[src/rtl/pllcalc_pkg.sv]
package pllcalc_pkg;

    localparam int FREQ_W = 32;
    localparam int WORD_W = 32;

    localparam logic [FREQ_W-1:0] HZ_24M = FREQ_W'(24_000_000);
    localparam logic [FREQ_W-1:0] HZ_25M = FREQ_W'(25_000_000);
    localparam logic [FREQ_W-1:0] HZ_48M = FREQ_W'(48_000_000);
    localparam logic [FREQ_W-1:0] MHZ    = FREQ_W'(1_000_000);

    typedef enum logic [1:0] {
        LAYOUT_A = 2'd0,
        LAYOUT_B = 2'd1,
        LAYOUT_C = 2'd2
    } layout_e;

    typedef enum logic [1:0] {
        MODE_OFF    = 2'd0,
        MODE_DIRECT = 2'd1,
        MODE_RATIO  = 2'd2
    } mode_e;

    // Everything the controller needs, decoded at start.
    typedef struct packed {
        mode_e             mode;
        logic              two_stage;
        logic              dbl;
        logic [FREQ_W-1:0] ref_hz;
        logic [FREQ_W-1:0] direct_hz;
        logic [FREQ_W-1:0] num1;
        logic [FREQ_W-1:0] den1;
        logic [FREQ_W-1:0] den2;
        logic [FREQ_W-1:0] bus_den;
    } plan_t;

    // The 25 MHz row is the 24/48 MHz row scaled by 25/24.
    function automatic logic [FREQ_W-1:0] table_mhz(input logic row25,
                                                    input logic [1:0] sel);
        logic [FREQ_W-1:0] base;
        case (sel)
            2'd0:    base = FREQ_W'(384);
            2'd1:    base = FREQ_W'(360);
            2'd2:    base = FREQ_W'(336);
            default: base = FREQ_W'(408);
        endcase
        return row25 ? (base * FREQ_W'(25)) / FREQ_W'(24) : base;
    endfunction

endpackage

[src/rtl/pllcalc_decode.sv]
module pllcalc_decode
    import pllcalc_pkg::*;
#(
    parameter layout_e LAYOUT        = LAYOUT_B,
    parameter bit      FORCE_25M     = 1'b0,
    parameter int      OFF_BIT       = 25,
    parameter int      BYPASS_BIT    = 24,
    parameter int      PROG_BIT      = 23,
    parameter int      STRAP_25M_BIT = 23,
    parameter int      STRAP_48M_BIT = 18,
    parameter int      STRAP_SEL_LSB = 8,
    parameter int      CLKDIV_LSB    = 23,
    parameter int      CLKDIV_W      = 3
) (
    input  logic [WORD_W-1:0] pll_word,
    input  logic [WORD_W-1:0] clksel_word,
    input  logic [WORD_W-1:0] strap_word,
    output plan_t             plan
);

    logic [FREQ_W-1:0] ref_hz;
    logic [FREQ_W-1:0] bus_den;

    always_comb begin
        if (strap_word[STRAP_25M_BIT] || FORCE_25M)
            ref_hz = HZ_25M;
        else if (strap_word[STRAP_48M_BIT])
            ref_hz = HZ_48M;
        else
            ref_hz = HZ_24M;
    end

    assign bus_den = FREQ_W'(clksel_word[CLKDIV_LSB +: CLKDIV_W]) + FREQ_W'(1);

    generate
        if (LAYOUT == LAYOUT_A) begin : g_layout_a
            always_comb begin
                plan           = '0;
                plan.ref_hz    = ref_hz;
                plan.bus_den   = bus_den;
                plan.den2      = FREQ_W'(1);
                plan.mode      = MODE_DIRECT;
                if (pll_word[OFF_BIT]) begin
                    plan.mode = MODE_OFF;
                end else if (pll_word[PROG_BIT]) begin
                    if (pll_word[BYPASS_BIT]) begin
                        plan.direct_hz = ref_hz;
                    end else begin
                        plan.mode      = MODE_RATIO;
                        plan.num1      = FREQ_W'(pll_word[10:5]) + FREQ_W'(2);
                        plan.den1      = FREQ_W'(pll_word[3:0]) + FREQ_W'(1);
                        plan.dbl       = ~pll_word[4];
                        plan.two_stage = 1'b0;
                    end
                end else begin
                    plan.direct_hz = table_mhz(strap_word[STRAP_25M_BIT],
                                               strap_word[STRAP_SEL_LSB +: 2]) * MHZ;
                end
            end
        end else begin : g_layout_bc
            logic [FREQ_W-1:0] fp, fm, fn;
            if (LAYOUT == LAYOUT_B) begin : g_b
                assign fp = FREQ_W'(pll_word[18:13]);
                assign fm = FREQ_W'(pll_word[12:5]);
                assign fn = FREQ_W'(pll_word[4:0]);
            end else begin : g_c
                assign fp = FREQ_W'(pll_word[22:19]);
                assign fn = FREQ_W'(pll_word[18:13]);
                assign fm = FREQ_W'(pll_word[12:0]);
            end
            always_comb begin
                plan         = '0;
                plan.ref_hz  = ref_hz;
                plan.bus_den = bus_den;
                plan.den2    = fp + FREQ_W'(1);
                plan.mode    = MODE_DIRECT;
                if (pll_word[OFF_BIT]) begin
                    plan.mode = MODE_OFF;
                end else if (pll_word[BYPASS_BIT]) begin
                    plan.direct_hz = ref_hz;
                end else begin
                    plan.mode      = MODE_RATIO;
                    plan.num1      = fm + FREQ_W'(1);
                    plan.den1      = fn + FREQ_W'(1);
                    plan.two_stage = 1'b1;
                end
            end
        end
    endgenerate

endmodule

[src/rtl/pllcalc_divider.sv]
module pllcalc_divider #(
    parameter int W = 32
) (
    input  logic         clk,
    input  logic         rst,
    input  logic         go,
    input  logic [W-1:0] dividend,
    input  logic [W-1:0] divisor,
    output logic [W-1:0] quotient,
    output logic         valid,
    output logic         busy
);

    localparam int CW = $clog2(W + 1);

    logic [W-1:0]  rem_q, quo_q, dvs_q, dnd_q;
    logic [CW-1:0] cnt_q;
    logic [W:0]    shifted, diff;
    logic          fits;

    assign shifted = {rem_q, quo_q[W-1]};
    assign diff    = shifted - {1'b0, dvs_q};
    assign fits    = ~diff[W];

    always_ff @(posedge clk) begin
        if (rst) begin
            rem_q <= '0;
            quo_q <= '0;
            dvs_q <= '0;
            dnd_q <= '0;
            cnt_q <= '0;
            busy  <= 1'b0;
            valid <= 1'b0;
        end else begin
            valid <= 1'b0;
            if (go && !busy) begin
                rem_q <= '0;
                quo_q <= dividend;
                dvs_q <= divisor;
                dnd_q <= dividend;
                cnt_q <= CW'(W);
                busy  <= 1'b1;
            end else if (busy) begin
                rem_q <= fits ? diff[W-1:0] : shifted[W-1:0];
                quo_q <= {quo_q[W-2:0], fits};
                cnt_q <= cnt_q - CW'(1);
                if (cnt_q == CW'(1)) begin
                    busy  <= 1'b0;
                    valid <= 1'b1;
                end
            end
        end
    end

    assign quotient = quo_q;

    // Staged quotients feed the R5 formula; each must be an exact floor division.
    assert_div_exact_R5: assert property (@(posedge clk) disable iff (rst)
        valid |-> (({{W{1'b0}}, quo_q} * {{W{1'b0}}, dvs_q} + {{W{1'b0}}, rem_q})
                   == {{W{1'b0}}, dnd_q}) && (dvs_q == '0 || rem_q < dvs_q));

endmodule

[src/rtl/pll_bus_freq_calc.sv]
module pll_bus_freq_calc
    import pllcalc_pkg::*;
#(
    parameter layout_e LAYOUT        = LAYOUT_B,
    parameter bit      FORCE_25M     = 1'b0,
    parameter int      OFF_BIT       = 25,
    parameter int      BYPASS_BIT    = 24,
    parameter int      PROG_BIT      = 23,
    parameter int      STRAP_25M_BIT = 23,
    parameter int      STRAP_48M_BIT = 18,
    parameter int      STRAP_SEL_LSB = 8,
    parameter int      CLKDIV_LSB    = 23,
    parameter int      CLKDIV_W      = 3
) (
    input  logic              clk,
    input  logic              rst,
    input  logic              start,
    input  logic [WORD_W-1:0] pll_word,
    input  logic [WORD_W-1:0] clksel_word,
    input  logic [WORD_W-1:0] strap_word,
    output logic [FREQ_W-1:0] pll_hz,
    output logic [FREQ_W-1:0] bus_hz,
    output logic              done
);

    localparam logic [FREQ_W-1:0] BUS_FIXED =
        (LAYOUT == LAYOUT_A) ? FREQ_W'(2) : FREQ_W'(4);

    typedef enum logic [2:0] {
        ST_IDLE, ST_RATIO1, ST_RATIO2, ST_BUS1, ST_BUS2
    } state_e;

    state_e            state;
    plan_t             plan_d, plan_q;
    logic [FREQ_W-1:0] pll_w;
    logic              div_go, div_valid, div_busy;
    logic [FREQ_W-1:0] div_a, div_b, div_q;
    logic [FREQ_W-1:0] mul_in, prod;

    pllcalc_decode #(
        .LAYOUT(LAYOUT), .FORCE_25M(FORCE_25M), .OFF_BIT(OFF_BIT),
        .BYPASS_BIT(BYPASS_BIT), .PROG_BIT(PROG_BIT),
        .STRAP_25M_BIT(STRAP_25M_BIT), .STRAP_48M_BIT(STRAP_48M_BIT),
        .STRAP_SEL_LSB(STRAP_SEL_LSB), .CLKDIV_LSB(CLKDIV_LSB), .CLKDIV_W(CLKDIV_W)
    ) u_decode (
        .pll_word(pll_word), .clksel_word(clksel_word),
        .strap_word(strap_word), .plan(plan_d)
    );

    pllcalc_divider #(.W(FREQ_W)) u_div (
        .clk(clk), .rst(rst), .go(div_go), .dividend(div_a), .divisor(div_b),
        .quotient(div_q), .valid(div_valid), .busy(div_busy)
    );

    // Product truncated to FREQ_W bits.
    assign mul_in = plan_q.dbl ? {div_q[FREQ_W-2:0], 1'b0} : div_q;
    assign prod   = plan_q.ref_hz * mul_in;

    always_ff @(posedge clk) begin
        if (rst) begin
            state  <= ST_IDLE;
            plan_q <= '0;
            pll_w  <= '0;
            pll_hz <= '0;
            bus_hz <= '0;
            done   <= 1'b0;
            div_go <= 1'b0;
            div_a  <= '0;
            div_b  <= '0;
        end else begin
            div_go <= 1'b0;
            done   <= 1'b0;
            case (state)
                ST_IDLE: if (start) begin
                    plan_q <= plan_d;
                    div_go <= 1'b1;
                    if (plan_d.mode == MODE_RATIO) begin
                        div_a <= plan_d.num1;
                        div_b <= plan_d.den1;
                        state <= ST_RATIO1;
                    end else begin
                        pll_w <= plan_d.direct_hz;
                        div_a <= plan_d.direct_hz;
                        div_b <= plan_d.bus_den;
                        state <= ST_BUS1;
                    end
                end
                ST_RATIO1: if (div_valid) begin
                    div_go <= 1'b1;
                    if (plan_q.two_stage) begin
                        div_a <= div_q;
                        div_b <= plan_q.den2;
                        state <= ST_RATIO2;
                    end else begin
                        pll_w <= prod;
                        div_a <= prod;
                        div_b <= plan_q.bus_den;
                        state <= ST_BUS1;
                    end
                end
                ST_RATIO2: if (div_valid) begin
                    div_go <= 1'b1;
                    pll_w  <= prod;
                    div_a  <= prod;
                    div_b  <= plan_q.bus_den;
                    state  <= ST_BUS1;
                end
                ST_BUS1: if (div_valid) begin
                    div_go <= 1'b1;
                    div_a  <= div_q;
                    div_b  <= BUS_FIXED;
                    state  <= ST_BUS2;
                end
                ST_BUS2: if (div_valid) begin
                    pll_hz <= pll_w;
                    bus_hz <= div_q;
                    done   <= 1'b1;
                    state  <= ST_IDLE;
                end
                default: state <= ST_IDLE;
            endcase
        end
    end

    assert_done_pulse_R10: assert property (@(posedge clk) disable iff (rst)
        done |=> !done);

    assert_go_idle_R10: assert property (@(posedge clk) disable iff (rst)
        div_go |-> !div_busy);

    assert_busy_ignores_start_R11: assert property (@(posedge clk) disable iff (rst)
        (state != ST_IDLE) |=> $stable(plan_q));

    assert_bus_below_pll_R9: assert property (@(posedge clk) disable iff (rst)
        done |-> (bus_hz <= pll_hz));

    assert_off_zero_R3: assert property (@(posedge clk) disable iff (rst)
        (done && plan_q.mode == MODE_OFF) |-> (pll_hz == '0 && bus_hz == '0));

endmodule

[config.mk]
export PLATFORM = sky130hd
export DESIGN_NAME = pll_bus_freq_calc
export DESIGN_NICKNAME = d
export VERILOG_FILES = /design/src/rtl/pllcalc_pkg.sv /design/src/rtl/pllcalc_decode.sv /design/src/rtl/pllcalc_divider.sv /design/src/rtl/pll_bus_freq_calc.sv
export SDC_FILE = /design/constraint.sdc
export NUM_CORES = 1
export LEC_CHECK = 0
export BUFFER_PORTS_ARGS = -buffer_cell sky130_fd_sc_hd__buf_2
export CAP_MARGIN = 20
export CORE_MARGIN = 8
export CORE_UTILIZATION = 56
export DETAILED_ROUTE_END_ITERATION = 7
export GPL_TIMING_DRIVEN = 1
export PLACE_DENSITY = 0.79
export SYNTH_ARGS = -nofsm -noshare
export SYNTH_HDL_FRONTEND = slang
export SYNTH_SLANG_ARGS = --single-unit
[constraint.sdc]
create_clock -name clk -period 6.5 [get_ports clk]
set_clock_uncertainty 0.1 [all_clocks]
set_input_delay 0.975 -clock clk [delete_from_list [all_inputs] [get_ports clk]]
set_output_delay 0.975 -clock clk [all_outputs]
set_load 0.02 [all_outputs]
Yosys cells after proc, flatten, opt, wreduce, memory -nomap -nowiden
Cells that the tools add are included.
- output and inout bits: 65
- register bits: 366
- word-level logic and storage cells: 104
- bitwise gates (word level): 3
- reductions and logical operators: 15
- $add $sub $neg: 6
- multiply operators: 1
- mux-type cells: 47
- equality and inequality tests: 13
- operators with widths (operator ; count):
    $mux 32 ; 20
    $pmux 32 s4 ; 2
    $mux 96 ; 1
    $pmux 32 s3 ; 1
    $mux 64 ; 1
    $mux 26 ; 2
    $sub 33x32->33 ; 1
    $mul 32x32->32 ; 1
    $mux 3 ; 6
    $pmux 3 s5 ; 1
    $mux 6 ; 2
    $reduce_and 5->1 ; 2
    $add 8x1->9 const B ; 1
    $mux 1 ; 8
    $ne 2x1->1 const B ; 4
    $add 6x1->7 const B ; 1
    $add 5x1->6 const B ; 1
    $eq 3x2->1 const B ; 2
    $eq 6x1->1 const B ; 1
    $ne 2x2->1 const B ; 3
    $reduce_and 6->1 ; 1
    $reduce_or 3->1 ; 2
    $sub 6x1->6 const B ; 1
    $add 3x1->4 const B ; 1
    14 further kinds ; 19

Logic depth before layout (Yosys ltp)
Gate-level depths: netlist (run 1).
- depth in word-level cells: 7
- gate-level depth with buffers: 30
- gate-level depth less buffers: 28

By module
Synthesis (run 1) repeated with hierarchy kept, for this count alone.
- cells, all modules: 4243
- area, all modules: 34859.7 µm²
- by module, submodules not included (module ; area each (µm²) ; instances ; cells each ; sequential area each (µm²)):
    pll_bus_freq_calc ; 27067.2 ; 1 ; 3217 ; 5265.0
    pllcalc_divider ; 6195.9 ; 1 ; 796 ; 2082.0
    pllcalc_decode ; 1596.5 ; 1 ; 230 ; 0.0

Least setup slack after synthesis (run 1)
No wires, ideal clock.
- path kind: reg-to-reg
- from: register plan_q[182] (netlist name)
- to: register pll_w[28]
- arrival time: 6.781 ns
- library setup time: 0.122 ns
- setup slack: -0.502 ns
- data required time: 6.278 ns
- cell stages (with the launch flop): 26
- cells stage by stage: dfxtp_1 -> clkbuf_1 -> clkbuf_1 -> nand2_1 -> fa_1 -> inv_1 -> fa_1 -> fa_1 -> inv_1 -> fa_1 -> inv_1 -> ha_1 -> ha_1 -> fa_1 -> inv_1 -> fa_1 -> inv_1 -> ha_1 -> a21o_1 -> a21o_1 -> a21o_1 -> a21oi_1 -> nor3_1 -> o21ai_0 -> o21ai_0 -> a221o_1
- word-level cells in the longest chain between the ends: 4
- elaborated cells on any way between the ends: 5
- RTL lines (what ; line ; text):
    start: declaration ; pll_bus_freq_calc.sv:34 ; plan_t plan_d, plan_q;
    start signal: assignment ; pll_bus_freq_calc.sv:75 ; plan_q <= plan_d;
    $mul 32x32->32 * ; pll_bus_freq_calc.sv:57 ; assign prod = plan_q.ref_hz * mul_in;
    $mux 32 ; pll_bus_freq_calc.sv:90 ; if (plan_q.two_stage) begin
    $mux 32 ; pll_bus_freq_calc.sv:88 ; ST_RATIO1: if (div_valid) begin
    $pmux 32 s3 * ; pll_bus_freq_calc.sv:73 ; case (state)
    end signal: assignment ; pll_bus_freq_calc.sv:82 ; pll_w <= plan_d.direct_hz;
    end signal: assignment ; pll_bus_freq_calc.sv:95 ; pll_w <= prod;
    end signal: assignment ; pll_bus_freq_calc.sv:103 ; pll_w <= prod;
    end: declaration ; pll_bus_freq_calc.sv:35 ; logic [FREQ_W-1:0] pll_w;
Every way passes the cells marked *; elsewhere a longest branch is shown, timed or not. The select of a mux whose other input is x is not followed.
A chain may end at the register's enable or synchronous reset.

Worst setup path in the final report (run 1)
- from: register plan_q[182] (netlist name)
- to: register div_a[31]
- word-level cells in the longest chain between the ends: 4
- elaborated cells on any way between the ends: 5
- RTL lines (what ; line ; text):
    $mul 32x32->32 * ; pll_bus_freq_calc.sv:57 ;
    $mux 32 ; pll_bus_freq_calc.sv:90 ;
    $mux 32 ; pll_bus_freq_calc.sv:88 ;
    $pmux 32 s4 * ; pll_bus_freq_calc.sv:73 ;
    end signal: assignment ; pll_bus_freq_calc.sv:78 ; div_a <= plan_d.num1;
    end signal: assignment ; pll_bus_freq_calc.sv:91 ; div_a <= div_q;
    end signal: assignment ; pll_bus_freq_calc.sv:96 ; div_a <= prod;
    end: declaration ; pll_bus_freq_calc.sv:37 ; logic [FREQ_W-1:0] div_a, div_b, div_q;
Marked as above.

==> results of run 1 <==
[synth_stat cells (all sizes together) (24+ instances only)]
cell / n / area share
and2: 87 / 0.030
ha: 146 / 0.10
nor3: 24 / 0.0067
a211oi: 24 / 0.010
mux2i: 41 / 0.023
dfxtp: 226 / 0.25
nor2: 166 / 0.035
a21oi: 187 / 0.052
nand2: 272 / 0.057
inv: 306 / 0.064
xor2: 28 / 0.014
o21ai: 52 / 0.014
xnor2: 62 / 0.030
clkbuf: 107 / 0.023
fa: 180 / 0.20
[worst max path at each step]
stage                     slack [ns]                      to  depth (start not counted)                      from
after detailed placement       -0.56  div_a[31]$_SDFFE_PP0P_                         25  plan_q[182]$_SDFFE_PP0P_
after floorplan               -0.002  pll_w[28]$_SDFFE_PP0P_                         25  plan_q[182]$_SDFFE_PP0P_
final                          -0.28  div_a[31]$_SDFFE_PP0P_                         25  plan_q[182]$_SDFFE_PP0P_
after global placement         -0.55  div_a[30]$_SDFFE_PP0P_                         18  plan_q[182]$_SDFFE_PP0P_
after global routing           -0.43  div_a[31]$_SDFFE_PP0P_                         25  plan_q[182]$_SDFFE_PP0P_
after CTS                      -0.26  div_a[31]$_SDFFE_PP0P_                         25  plan_q[182]$_SDFFE_PP0P_
[per-layer routing]
layer  GRT usage  part of all wire
met5           0           0.00028
met4      0.0999             0.038
met3      0.0540             0.081
met2       0.439              0.46
met1       0.352              0.42
[state kept, by name, summed over array words and instances (netlist names)]
| register | flops |
|---|---|
| bus_hz | 32 |
| div_a | 32 |
| u_div.quotient | 32 |
| u_div.rem_q | 32 |
| pll_hz | 26 |
| pll_w | 26 |
| plan_q | 19 |
| div_b | 7 |
| u_div.dvs_q | 7 |
| u_div.cnt_q | 6 |
| state | 3 |
| div_go | 1 |
| done | 1 |
| u_div.busy | 1 |
| u_div.valid | 1 |
[cells by family (layout without fill, tap and decap cells)]
| group | after synthesis | after routing | share of synthesized area |
|---|---|---|---|
| xor gates and xnor gates | 90 | 90 | 0.0437 |
| buffers and inverters | 428 | 627 | 0.0916 |
| AOI/OAI and AO/OA | 362 | 362 | 0.121 |
| adders and majority gates | 326 | 326 | 0.301 |
| DFF | 226 | 226 | 0.251 |
| and+or+nand+nor | 645 | 645 | 0.167 |
| other | 1 | 6 | 0.000208 |
| muxes | 43 | 43 | 0.0240 |
[cell type report]
| class | count | area, sq um | share of cell area |
|---|---|---|---|
| clock buffers | 31 | 626 | 0.0289 |
| well taps | 402 | 503 | 0.0232 |
| repair buffers | 280 | 1960 | 0.0906 |
| flip-flops and latches | 226 | 4570 | 0.211 |
| multi-input cells | 1472 | 12700 | 0.587 |
| inverters | 306 | 1150 | 0.0531 |
| clock inverters | 10 | 124 | 0.00573 |
[critical path, delay by kind of cell, from the launching register on]
kind	cells	cell delay, ns
and+or+nand+nor	2	0.25
xor gates and xnor gates	7	1.21
DFF	1	0.38
buffers and inverters	7	0.62
adders and majority gates	8	3.96
AOI/OAI and AO/OA	1	0.07
[power by group through the flow]
| stage | Clock, mW | Combinational [mW] | Sequential, mW |
|---|---|---|---|
| after floorplan | 0 | 0.398 | 1.49 |
| after global placement | 0 | 0.505 | 1.52 |
| after detailed placement | 0 | 0.523 | 1.52 |
| after CTS | 1.34 | 0.550 | 1.49 |
| after global routing | 1.41 | 0.627 | 1.49 |
| final | 1.33 | 0.574 | 1.49 |
[repair_timing]
action | CTS | global route
resized for setup | 125 | 91
endpoints found under the setup margin | 29 | 30
pin swaps | 94 | 86
setup buffers | 10 | 6
[stage by stage]
step | utilization | hold slack [ns]
after floorplan | - | 0.323
after global placement | 0.628 | 0.338
after detailed placement | 0.629 | 0.344
after CTS | 0.671 | 0.353
after global routing | 0.684 | 0.368
final | 0.684 | 0.352
==> flow_metrics.env, run 1 <==
export IMPL_clkLatencyLatePin_ns=0.53
export IMPL_power_total_mw=3.40
export IMPL_grt_pass1_vias=15603
export IMPL_holdCritStartpoint="bus_hz[18]$_SDFFE_PP0P_"
export IMPL_grt_max_degree=135
export IMPL_antenna_found_initial=1
export IMPL_htreeDepth=1
export IMPL_final_nets=2734
export IMPL_p_int_mw=2.42
export IMPL_max_freq_ghz=0.148
export IMPL_fill_cells=2396
export IMPL_synthCells=2121
export IMPL_start_util=0.570
export IMPL_viasPerCell=5.67
export IMPL_grt_overflow_total=0
export IMPL_path_clk_slew_ns=0.06
export IMPL_syn_to_final_growth_pct=20.1
export IMPL_cp_arrival_ns=7.06
export IMPL_clkPwrFrac=0.393
export IMPL_startpoint_type="flop"
export IMPL_grt_pass1_wl_um=83300
export IMPL_max_slew_worst_pin_slew_ns=1.06
export IMPL_period_needed_ns=6.78
export IMPL_path_max_fanout=5
export IMPL_synthFlopType="dfxtp_1"
export IMPL_final_cells=2727
export IMPL_syn_avg_cell_area_sq_um=8.50
export IMPL_rows=65
export IMPL_syn_cell_area_sq_mm=0.0180
export IMPL_diodes=0
export IMPL_layout_common_cells="269 x inv_1, 255 x nand2_1, 210 x dfxtp_1"
export IMPL_layout_commonest_cell="inv_1"
export IMPL_drt_iter0_drc=1294
export IMPL_cp_slowest_cell="fa_1"
export IMPL_violations="negative setup slack"
export IMPL_fin_ws_ns=-0.277
export IMPL_holdCritPathClass="reg2reg"
export IMPL_outcome="finished with violations"
export IMPL_wl_um=53100
export IMPL_finalSetupViolations=14
export IMPL_final_cell_area_sq_mm=0.0216
export IMPL_placedInstanceArea_sq_mm=0.0199
export IMPL_ys_seq_area_frac=0.251
export IMPL_synth_edf_count=0
export IMPL_path_class="reg2reg"
export IMPL_slew_headroom=0.292
export IMPL_cts_tree="done"
export IMPL_combPwrFrac=0.169
export IMPL_peakVddDrop_v=0.000211
export IMPL_cts_sink_count=226
export IMPL_hpwl_um=40300
export IMPL_ys_ff_latch=226
export IMPL_fp_dieArea_sq_mm=0.0382
export IMPL_coreArea_sq_mm=0.0316
export IMPL_maxCapViolations=0
export IMPL_cpMostUsedCell="fa_1"
export IMPL_ys_types=74
export IMPL_rr_worst_depth=25
export IMPL_p_sw_mw=0.977
export IMPL_clk_path_buf_depth=3
export IMPL_holdPathEnd="bus_hz[18]$_SDFFE_PP0P_"
export IMPL_async_reset_ff_frac=0
export IMPL_rsz0062_at_grt="yes"
export IMPL_critPathCaptureType="flop"
export IMPL_fin_crit_sh=1.04
export IMPL_first_pass_iters=7
export IMPL_gr_usage_all_layers=0.270
export IMPL_crit_required_ns=6.78
export IMPL_cts_made_buffers=23
export IMPL_r2r_start="plan_q[182]$_SDFFE_PP0P_"
export IMPL_vias=15452
export IMPL_ant_nets=0
export IMPL_pwr_share_seq=0.438
export IMPL_hold_viol=0
export IMPL_route_detailed_drc=0
export IMPL_port_buffers=87
export IMPL_place_inst=2669
export IMPL_ios=164
export IMPL_wl_per_cell_um=19.5
export IMPL_fin_setup_tns_ns=-2.18
export IMPL_p_leak_nw=10.1
export IMPL_maxSlewViolCount=0
export IMPL_cts_root_buf="clkbuf_16"
export IMPL_die_x_um=195
export IMPL_reg2reg_to="div_a[31]$_SDFFE_PP0P_"
export IMPL_synth_warnings=0
export IMPL_netSwitchingFraction=0.288
export IMPL_r2r_slack_ns=-0.28
export IMPL_place_gp_congestion=0.976
export IMPL_drive_gt1_frac=0.219
export IMPL_p_per_area_mw_per_mm2=157
export IMPL_die_h_um=195
export IMPL_holdBufCountCts=0
export IMPL_dp_slack_ns=-0.564
export IMPL_crit_path_max_incr_delay_ns=0.54
export IMPL_min_path_cells=2
Power figures use the tool's default switching activity.
==> inputs of run 2 (changes only) <==
Settings changed: CORE_UTILIZATION 56 to 59, CTS_BUF_LIST from default to sky130_fd_sc_hd__clkbuf_4, PLACE_DENSITY 0.79 to 0.8, SYNTH_HIERARCHICAL from default to 1.
==> flow_metrics.env, run 2 <==
export IMPL_hold_viol=0
export IMPL_r2r_start="plan_q[192]$_SDFFE_PP0P_"
export IMPL_htreeDepth=3
export IMPL_crit_path_max_incr_delay_ns=0.59
export IMPL_path_clk_slew_ns=0.08
export IMPL_syn_to_final_growth_pct=12.9
export IMPL_max_freq_ghz=0.129
export IMPL_synth_warnings=6
export IMPL_maxSlewViolCount=0
export IMPL_dp_slack_ns=-1.22
export IMPL_p_per_area_mw_per_mm2=167
export IMPL_port_buffers=93
export IMPL_p_leak_nw=17.8
export IMPL_wl_per_cell_um=19.6
export IMPL_grt_pass1_vias=29875
export IMPL_placedInstanceArea_sq_mm=0.0370
export IMPL_peakVddDrop_v=0.000214
export IMPL_ys_seq_area_frac=0.211
export IMPL_yosys_area_top_type="fa_1"
export IMPL_largest_reg_flops=98
export IMPL_die_x_um=259
export IMPL_whs_ns=0.323
export IMPL_drt_iter0_drc=3364
export IMPL_vias=30334
export IMPL_holdCritPathClass="in2reg"
export IMPL_grt_pass1_wl_um=163000
export IMPL_fin_ws_ns=-1.27
export IMPL_path_max_fanout=8
export IMPL_maxCapViolations=0
export IMPL_ys_types=83
export IMPL_hpwl_um=74100
export IMPL_synth_top_cells_by_count="826 x nand2_1, 432 x inv_1, 409 x fa_1, 370 x a21oi_1, 367 x dfxtp_1"
export IMPL_holdBufCountCts=0
export IMPL_cts_tree="done"
export IMPL_outcome="finished with violations"
export IMPL_die_h_um=259
export IMPL_crit_start="plan_q[192]$_SDFFE_PP0P_"
export IMPL_period_needed_ns=7.77
export IMPL_power_total_mw=6.55
export IMPL_final_cell_area_sq_mm=0.0393
export IMPL_route_detailed_drc=0
export IMPL_antenna_found_initial=3
export IMPL_first_pass_iters=6
export IMPL_syn_cell_area_sq_mm=0.0349
export IMPL_fin_crit_sh=1.20
export IMPL_synth_top_cell_area_share=0.235
export IMPL_ys_ff_latch=367
export IMPL_syn_avg_cell_area_sq_um=8.22
export IMPL_final_cells=5307
export IMPL_holdCritStartpoint="strap_word[23]"
export IMPL_drive_gt1_frac=0.174
export IMPL_wl_um=104000
export IMPL_viasPerCell=5.72
export IMPL_violations="negative setup slack"
export IMPL_final_nets=5124
export IMPL_grt_overflow_total=0
export IMPL_path_class="reg2reg"
export IMPL_fin_setup_tns_ns=-39.07
export IMPL_slew_headroom=0.287
export IMPL_cts_made_buffers=99
export IMPL_fp_dieArea_sq_mm=0.0671
export IMPL_gr_usage_all_layers=0.302
export IMPL_synth_most_common_cell="nand2_1"
export IMPL_ios=164
export IMPL_synth_area_leaders="fa_1 23%, dfxtp_1 21%, nand2_1 8.9%"
export IMPL_fin_util=0.670
export IMPL_critPathCaptureType="flop"
export IMPL_clk_path_buf_depth=3
export IMPL_cpMostUsedCell="fa_1"
export IMPL_clkLatencyLatePin_ns=0.91
export IMPL_ant_nets=0
export IMPL_cts_root_buf="clkbuf_4"
export IMPL_rsz0062_at_grt="yes"
export IMPL_crit_required_ns=7.12
export IMPL_start_util=0.594
export IMPL_top_register="plan_q"
export IMPL_rows=89
export IMPL_synthFlopType="dfxtp_1"
export IMPL_cp_arrival_ns=8.39
export IMPL_cts_sink_count=367
export IMPL_finalSetupViolations=42
export IMPL_cp_slowest_cell="fa_2"
export IMPL_place_inst=5095
export IMPL_async_reset_ff_frac=0
export IMPL_startpoint_type="flop"
export IMPL_max_slew_worst_pin_slew_ns=1.07
export IMPL_coreArea_sq_mm=0.0587
export IMPL_grt_max_degree=179
export IMPL_layout_commonest_cell="nand2_1"
export IMPL_synthCells=4243
export IMPL_layout_common_cells="825 x nand2_1, 422 x inv_1, 393 x fa_1"
export IMPL_synth_edf_count=0
export IMPL_place_gp_congestion=0.941
## run 2: cell types whose count changed after synthesis, sizes merged, moves of 30 or more
| cell | previous run | this run |
|---|---|---|
| fa | 180 | 409 |
| mux2 | 2 | 32 |
| a221oi | 15 | 56 |
| dfxtp | 226 | 367 |
| a21oi | 187 | 370 |
| buf | 13 | 191 |
| and2 | 87 | 308 |
| nor2 | 166 | 231 |
| inv | 306 | 432 |
| clkbuf | 107 | 239 |
| a211oi | 24 | 72 |
| nand2 | 272 | 835 |
## run 2: cells by family after synthesis
logic type,after synthesis,synth area share
adders and majority gates,570,0.293
and+or+nand+nor,1519,0.197
buffers and inverters,863,0.113
xor gates and xnor gates,117,0.0300
other,2,0.000215
AOI/OAI and AO/OA,728,0.132
DFF,367,0.211
muxes,77,0.0243
## run 2: final cells by class
class                           count  area (sq um)
Sequential cell                   367          7360
Inverter                          432          1620
Antenna cell                        3          7.51
Clock buffer                      147          1100
Fill cell                        4473         19300
Clock inverter                     30           171
Timing Repair Buffer              405          3070
Tap cell                          773           967
Multi-Input combinational cell   3150         25000
## run 2: power by group
group	switching (mW)	total, mW	internal (mW)	leakage (nW)
registers	0.131	2.52	2.39	2.99
logic	1.21	1.93	0.724	14.1
clock network	1.06	2.10	1.05	0.749
## run 2: worst paths after layout
check                                                end  slack, ns  cells past startpoint
worst max register to register    div_a[29]$_SDFFE_PP0P_      -1.27                     25
worst min register to register   pll_hz[31]$_SDFFE_PP0P_       0.35                      2
worst max-delay path              div_a[29]$_SDFFE_PP0P_      -1.27                     25
worst min-delay path            plan_q[166]$_SDFFE_PP0P_       0.32                      3
## run 2: critical path, delay by kind of cell, from the launching register on
kind,cells,cell delay [ns]
multiplexers,1,0.38
flip-flops,1,0.39
adder cells (fa/ha/maj),9,4.35
AND/OR/NAND/NOR,2,0.28
XOR/XNOR,1,0.09
AO/OA/AOI/OAI,8,1.64
buffers and inverters,4,0.41
## run 2: what timing repair did
action	4_1_cts	5_1_grt
pin swaps	73	43
gates resized for setup	112	81
setup buffers	25	15
endpoints found under the hold margin	0	0
gates cloned	2	0
setup endpoints to repair	42	46
## run 2: routing by layer
metal	routed length, um	track usage	share of wire	up-vias
li1	-	-	-	13767
met1	42200	0.420	0.41	14489
met2	44700	0.442	0.43	1771
met3	13000	0.0869	0.13	307
met4	3990	0.113	0.038	0
met5	0	0	0	-
